`config.mk`:
```
export PLATFORM = sky130hd
export DESIGN_NAME = tri_residue_acc
export DESIGN_NICKNAME = d
export VERILOG_FILES = /design/src/rtl/tri_pkg.sv /design/src/rtl/tri_mod_add.sv /design/src/rtl/tri_state_reg.sv /design/src/rtl/tri_residue_acc.sv
export SDC_FILE = /design/constraint.sdc
export NUM_CORES = 1
export LEC_CHECK = 0
export ABC_AREA = 0
export BUFFER_PORTS_ARGS = -buffer_cell sky130_fd_sc_hd__buf_4
export CAP_MARGIN = 0
export CORE_AREA = 8 8 45 47
export DETAILED_ROUTE_END_ITERATION = 8
export DIE_AREA = 0 0 53 55
export MAX_ROUTING_LAYER = met4
export SYNTH_ARGS = -nofsm -noshare
export SYNTH_HDL_FRONTEND = slang
export SYNTH_SLANG_ARGS = --single-unit
```
`constraint.sdc`:
```
create_clock -name clk -period 2.3 [get_ports clk]
set_clock_uncertainty 0.15 [all_clocks]
set_input_delay 0.115 -clock clk [delete_from_list [all_inputs] [get_ports clk]]
set_output_delay 0.115 -clock clk [all_outputs]
set_load 0.01 [all_outputs]
```
`src/rtl/tri_pkg.sv`:
```
package tri_pkg;
  localparam int RES_W   = 2;
  localparam int MODULUS = 3;
  typedef logic [RES_W-1:0] res_t;
  localparam res_t RES_ZERO   = res_t'(0);
  localparam res_t RES_UNUSED = res_t'(3);
endpackage

```
`src/rtl/tri_mod_add.sv`:
```
module tri_mod_add
  import tri_pkg::*;
#(
  parameter int OP_W = 2
) (
  input  res_t            cur,
  input  logic [OP_W-1:0] op,
  output res_t            nxt
);
  localparam int SW = (OP_W > RES_W ? OP_W : RES_W) + 1;

  logic [SW-1:0] op_red;
  logic [SW-1:0] sum;

  // Reduce the operand first, so the sum stays below 2*MODULUS
  assign op_red = SW'(op) % SW'(MODULUS);
  assign sum    = SW'(cur) + op_red;
  assign nxt    = (sum >= SW'(MODULUS)) ? res_t'(sum - SW'(MODULUS)) : res_t'(sum);
endmodule

```
`src/rtl/tri_state_reg.sv`:
```
module tri_state_reg
  import tri_pkg::*;
(
  input  logic clk,
  input  logic rst,
  input  logic load,
  input  res_t d,
  output res_t q
);
  always_ff @(posedge clk) begin
    if (rst)                    q <= RES_ZERO;
    else if (q == RES_UNUSED)   q <= RES_ZERO;
    else if (load)              q <= d;
  end

  // reset clears the register
  a_r1_reset_clears: assert property (@(posedge clk) rst |=> q == RES_ZERO);

  // no load means no change
  a_r4_hold: assert property (@(posedge clk) disable iff (rst)
    (!load && q != RES_UNUSED) |=> $stable(q));

  // unused code never seen while running
  a_r6_no_unused: assert property (@(posedge clk) disable iff (rst) q != RES_UNUSED);
endmodule

```
`src/rtl/tri_residue_acc.sv`:
```
module tri_residue_acc
  import tri_pkg::*;
#(
  parameter int OP_W = 2
) (
  input  logic            clk,
  input  logic            rst,
  input  logic            acc_en,
  input  logic [OP_W-1:0] operand,
  output logic [1:0]      residue
);
  res_t state_q;
  res_t state_d;

  tri_mod_add #(.OP_W(OP_W)) u_add (
    .cur (state_q),
    .op  (operand),
    .nxt (state_d)
  );

  tri_state_reg u_reg (
    .clk  (clk),
    .rst  (rst),
    .load (acc_en),
    .d    (state_d),
    .q    (state_q)
  );

  assign residue = state_q;

  // enabled edge loads (old + operand) mod 3
  a_r2_mod_step: assert property (@(posedge clk) disable iff (rst)
    (acc_en && residue != RES_UNUSED) |=>
      int'(residue) == (int'($past(residue)) + int'($past(operand))) % MODULUS);

  // operand of 3 leaves the residue unchanged
  a_r3_three_neutral: assert property (@(posedge clk) disable iff (rst)
    (acc_en && int'(operand) == 3 && residue != RES_UNUSED) |=> $stable(residue));
endmodule

```
After elaboration in Yosys (flattened, before gate mapping)

Index checks and enable logic that the tools add are counted.

Register bits after elaboration: 2
Output and inout bits: 2
Word-level logic and storage cells: 8

Mux-type cells: 1
Add/subtract/negate cells: 2
Reductions and logical operators: 1
Eq/ne operators: 1
Divide/modulo/power cells: 1
Order comparisons: 1

Operators by type and width:

| kind                  | number |
|---|---|
| $add A2 B3 Y3         | 1 |
| $ge A3 B2 Y1 const B  | 1 |
| $mod A2 B2 Y3 const B | 1 |
| $eq A2 B2 Y1 const B  | 1 |
| $mux W2               | 1 |
| $reduce_or A2 Y1      | 1 |
| $sub A2 B2 Y2 const B | 1 |

Longest topological paths before layout

Word-level depth: 4
Depth in mapped cells: 7

By module

A second synthesis with hierarchy kept.

Cells, all modules: 16
Area, all modules: 165.2 µm²

By module, submodules not included:

| module        | times used | cells each | area an instance (µm²) |
|---|---|---|---|
| tri_mod_add   | 1          | 9          | 90.1 |
| tri_state_reg | 1          | 7          | 75.1 |

Least setup slack after synthesis

Ideal clock, no wire load.

Path type: flip-flop to flip-flop
Start point: register u_reg.q[0]
End point: register u_reg.q[1]
Required time: 2.031 ns
Setup slack: 0.446 ns
Arrival: 1.584 ns
Stages on the path, launching flop included: 7
Setup time: 0.119 ns
Cell sequence: dfxtp_1 ha_1 fa_1 ha_1 nor3_2 o21bai_1 a21oi_1

Longest elaborated chain between the ends: 3
Elaborated cells on any way between the ends: 6

RTL lines:

| what                                                 | line                | source |
|---|---|---|
| start: declaration                                   | tri_state_reg.sv:8  | `output res_t q` |
| start signal: assignment                             | tri_state_reg.sv:11 | `if (rst) q <= RES_ZERO;` |
| start signal: assignment                             | tri_state_reg.sv:12 | `else if (q == RES_UNUSED) q <= RES_ZERO;` |
| start signal: assignment                             | tri_state_reg.sv:13 | `else if (load) q <= d;` |
| $add A2 B3 Y3                                        | tri_mod_add.sv:17   | `assign sum = SW'(cur) + op_red;` |
| $ge A3 B2 Y1 / $sub A2 B2 Y2 (equally long branches) | tri_mod_add.sv:18   | `assign nxt = (sum >= SW'(MODULUS)) ? res_t'(sum - SW'(MODULUS)) : res_t'(sum);` |
| $mux W2                                              | tri_mod_add.sv:18   |  |

Several ways; a longest one is shown, not always the timed one.
A chain may end at the register's enable or synchronous reset.

Worst setup path after layout

Same ends and word-level chain as after synthesis.

==> flow_summary_export.csv <==
group,metric,value,unit
routing,drt_iter0_drc,2,
layout,diodes,0,
clocking,cts.sinks,2,
routing,remaining_drc_errors,0,
layout,top_register,"u_reg.q",
die,io_pins,7,
global_route,grt_util_met3,2.67,%
power_and_ir_drop,p_sw,0.0000491,W
setup_path,required,2.25,ns
sta,slew_headroom,87.9,%
power_and_ir_drop,ir_worst_vdd,97.1,uV
power_and_ir_drop,swShare,27.8,%
clocking,ctsLongestPathBuffers,2,
yosys,syn_inst,17,
layout,area_delta_synth_final,68.3,%
die,rows,14,
setup_path,timing.rr.start,"u_reg.q[0]",
power_and_ir_drop,power_frac_comb,31.7,%
routing,drtPass1Iterations,3,
power_and_ir_drop,seq_power_share,24.8,%
placed_design,place.gp.congestion,0.675,
sta,post-route-min-period,1.89,ns
sta,fmax,529,MHz
routing,viasPerCell,3.57,
die,die-height,55,um
layout,reg_top3,"u_reg.q: 2 flops",
sta,rsz0062_at_grt,"no",
global_route,grt_first_pass_wirelength,621,um
global_route,use_met2,3.91,%
global_route,antenna_found_initial,0,
power_and_ir_drop,p_leak,0.121,nW
global_route,grt-busiest-layer,"met2",
setup_path,crit_arrival,1.85,ns
global_route,grt_util_met1,2.58,%
setup_path,worstPathMaxFanout,4,
yosys,yosysUniqueCellTypes,11,
clocking,clk_pin_slew,0.03,ns
yosys,yosysSeqAreaShare,25.4,%
placed_design,port_buffers,6,
setup_path,path_cells,"ha_1, fa_1, ha_1, nor3_2, o21bai_1, a21oi_1",
power_and_ir_drop,power.internal,0.000128,W
sta,setup_violations,0,
setup_path,critPathLaunchType,"flop",
outcome,outcome,"finished, final reports clean",
routing,vias,157,
power_and_ir_drop,finalPower,0.000177,W
layout,fillers,151,
setup_path,worst_path_largest_cell_delay,0.48,ns
clocking,worstSkewPairLatency,0.22,ns
routing,totalWireLength,373,um
sta,tns,0,ns
yosys,synth_fp_nets,25,
global_route,grt_usage,3.15,%
setup_path,cp-end-kind,"flop",
yosys,yosys_warnings,0,
power_and_ir_drop,cellPowerDensity,666,mW/mm^2
setup_path,cp_slowest_cell,"fa_1",
die,start_util,11.4,%
setup_path,crit_type,"reg2reg",
global_route,grt-ovfl-total,0,
routing,wl_per_cell,8.48,um
sta,hold_viol,0,
layout,fin_nets,38,
yosys,post_synth.cell_area_avg,9.27,sq um
global_route,grt_max_degree,5,
layout,largest_reg_flops,2,
die,die_x,53,um
worst_hold_path,hp-start,"operand[1]",
yosys,synth_area,158,sq um
die,dieArea,0.00292,sq mm
clocking,cts_inserted_buffers,3,
setup_path,worstSetupStartpoint,"u_reg.q[0]",
clocking,cts_tree,"done",
sta,period_share,82.3,%
power_and_ir_drop,share_clk_of_total_power,43.5,%
worst_hold_path,min_path_type,"in2reg",
sta,worst_hold_slack,0.360,ns
die,core,0.00138,sq mm
yosys,ys_ff_latch,2,
sta,drv_slew,0,
clocking,cts_setup_buffers,0,
layout,drive_gt1_share,35.7,%
global_route,grt_pass1_vias,176,
clocking,htree_levels,1,
sta,worst_pin_slew,0.181,ns
routing,ant_nets,0,
setup_path,cpMostUsedCell,"ha_1",
clocking,cts_root_buf,"clkbuf_4",
job,cap_violations,0,
## stage by stage
step                      utilization (%)  area [sq um]  std cells  setup slack [ns]
final                                19.2           265         44             0.408
after global placement               16.1           223         39             0.397
after CTS                            19.2           265         44             0.399
after global routing                 19.2           265         44             0.305
after floorplan                         -           158         17             0.446
after detailed placement             16.1           223         39             0.419
## Yosys cell counts
| cell type | n | area, sq um |
|---|---|---|
| a21oi_1 | 2 | 10.0 |
| a31oi_1 | 1 | 6.26 |
| dfxtp_1 | 2 | 40.0 |
| fa_1 | 1 | 20.0 |
| ha_1 | 2 | 25.0 |
| nand2_1 | 1 | 3.75 |
| nor2b_1 | 2 | 12.5 |
| nor3_1 | 1 | 5.00 |
| nor3_2 | 1 | 10.0 |
| o21ai_0 | 2 | 10.0 |
| o21bai_1 | 2 | 15.0 |
## power groups by stage
stage               combinational (W)  clock (W)  sequential, W
finish                      0.0000560  0.0000769      0.0000438
global placement            0.0000523          0      0.0000444
detailed placement          0.0000534          0      0.0000444
global route                0.0000635  0.0000823      0.0000446
floorplan                   0.0000336          0      0.0000455
CTS                         0.0000570  0.0000838      0.0000440
## worst max-delay path, delay by kind of cell (launching register included)
family	cells	cell delay (ns)
DFF	1	0.32
AOI/OAI and AO/OA	2	0.20
and+or+nand+nor	1	0.17
adders and majority gates	3	0.93
## routing by layer
metal | wire (um) | vias to the layer above | part of all wire, %
li1 | - | 86 | -
met1 | 155 | 65 | 42
met2 | 156 | 6 | 42
met3 | 61 | 0 | 16
met4 | 0 | 0 | 0
met5 | 0 | - | 0
## path summary, 6_finish.rpt
kind | endpoint | slack (ns) | cells past startpoint
max | u_reg.q[1] | 0.41 | 6
min | u_reg.q[0] | 0.36 | 5
min reg2reg | u_reg.q[0] | 0.42 | 2
max reg2reg | u_reg.q[1] | 0.41 | 6
## cell usage in the layout (no fill, tap or decap)
cell and count:
dfxtp_1 2, o21bai_1 2, nor3_2 1, buf_4 6
dlygate4sd3_1 2, nor3_1 1, fa_1 1, nand2_1 1
o21ai_0 2, a21oi_1 2, clkbuf_4 3, a31oi_1 1
ha_1 2, nor2b_1 2
## kinds of logic after synthesis
kind of cell / Yosys count / share of synthesized area [%]
AOI/OAI and AO/OA: 7 / 26.2
DFF: 2 / 25.4
and+or+nand+nor: 5 / 19.8
adders and majority gates: 3 / 28.6
## cell type report
cell class	count	area, sq um	share of cell area (%)
clock buffers	3	22.5	8.49
multi-input cells	15	118	44.3
well taps	16	20.0	7.55
repair buffers	8	65.1	24.5
flip-flops and latches	2	40.0	15.1
## timing repair
| action | in CTS | in global routing |
|---|---|---|
| endpoints found under the setup margin | 0 | 0 |
| hold buffers | 2 | 0 |
| endpoints found under the hold margin | 2 | 0 |
| resized for setup | 0 | 0 |
No activity file was read; power rests on OpenSTA's default activity.
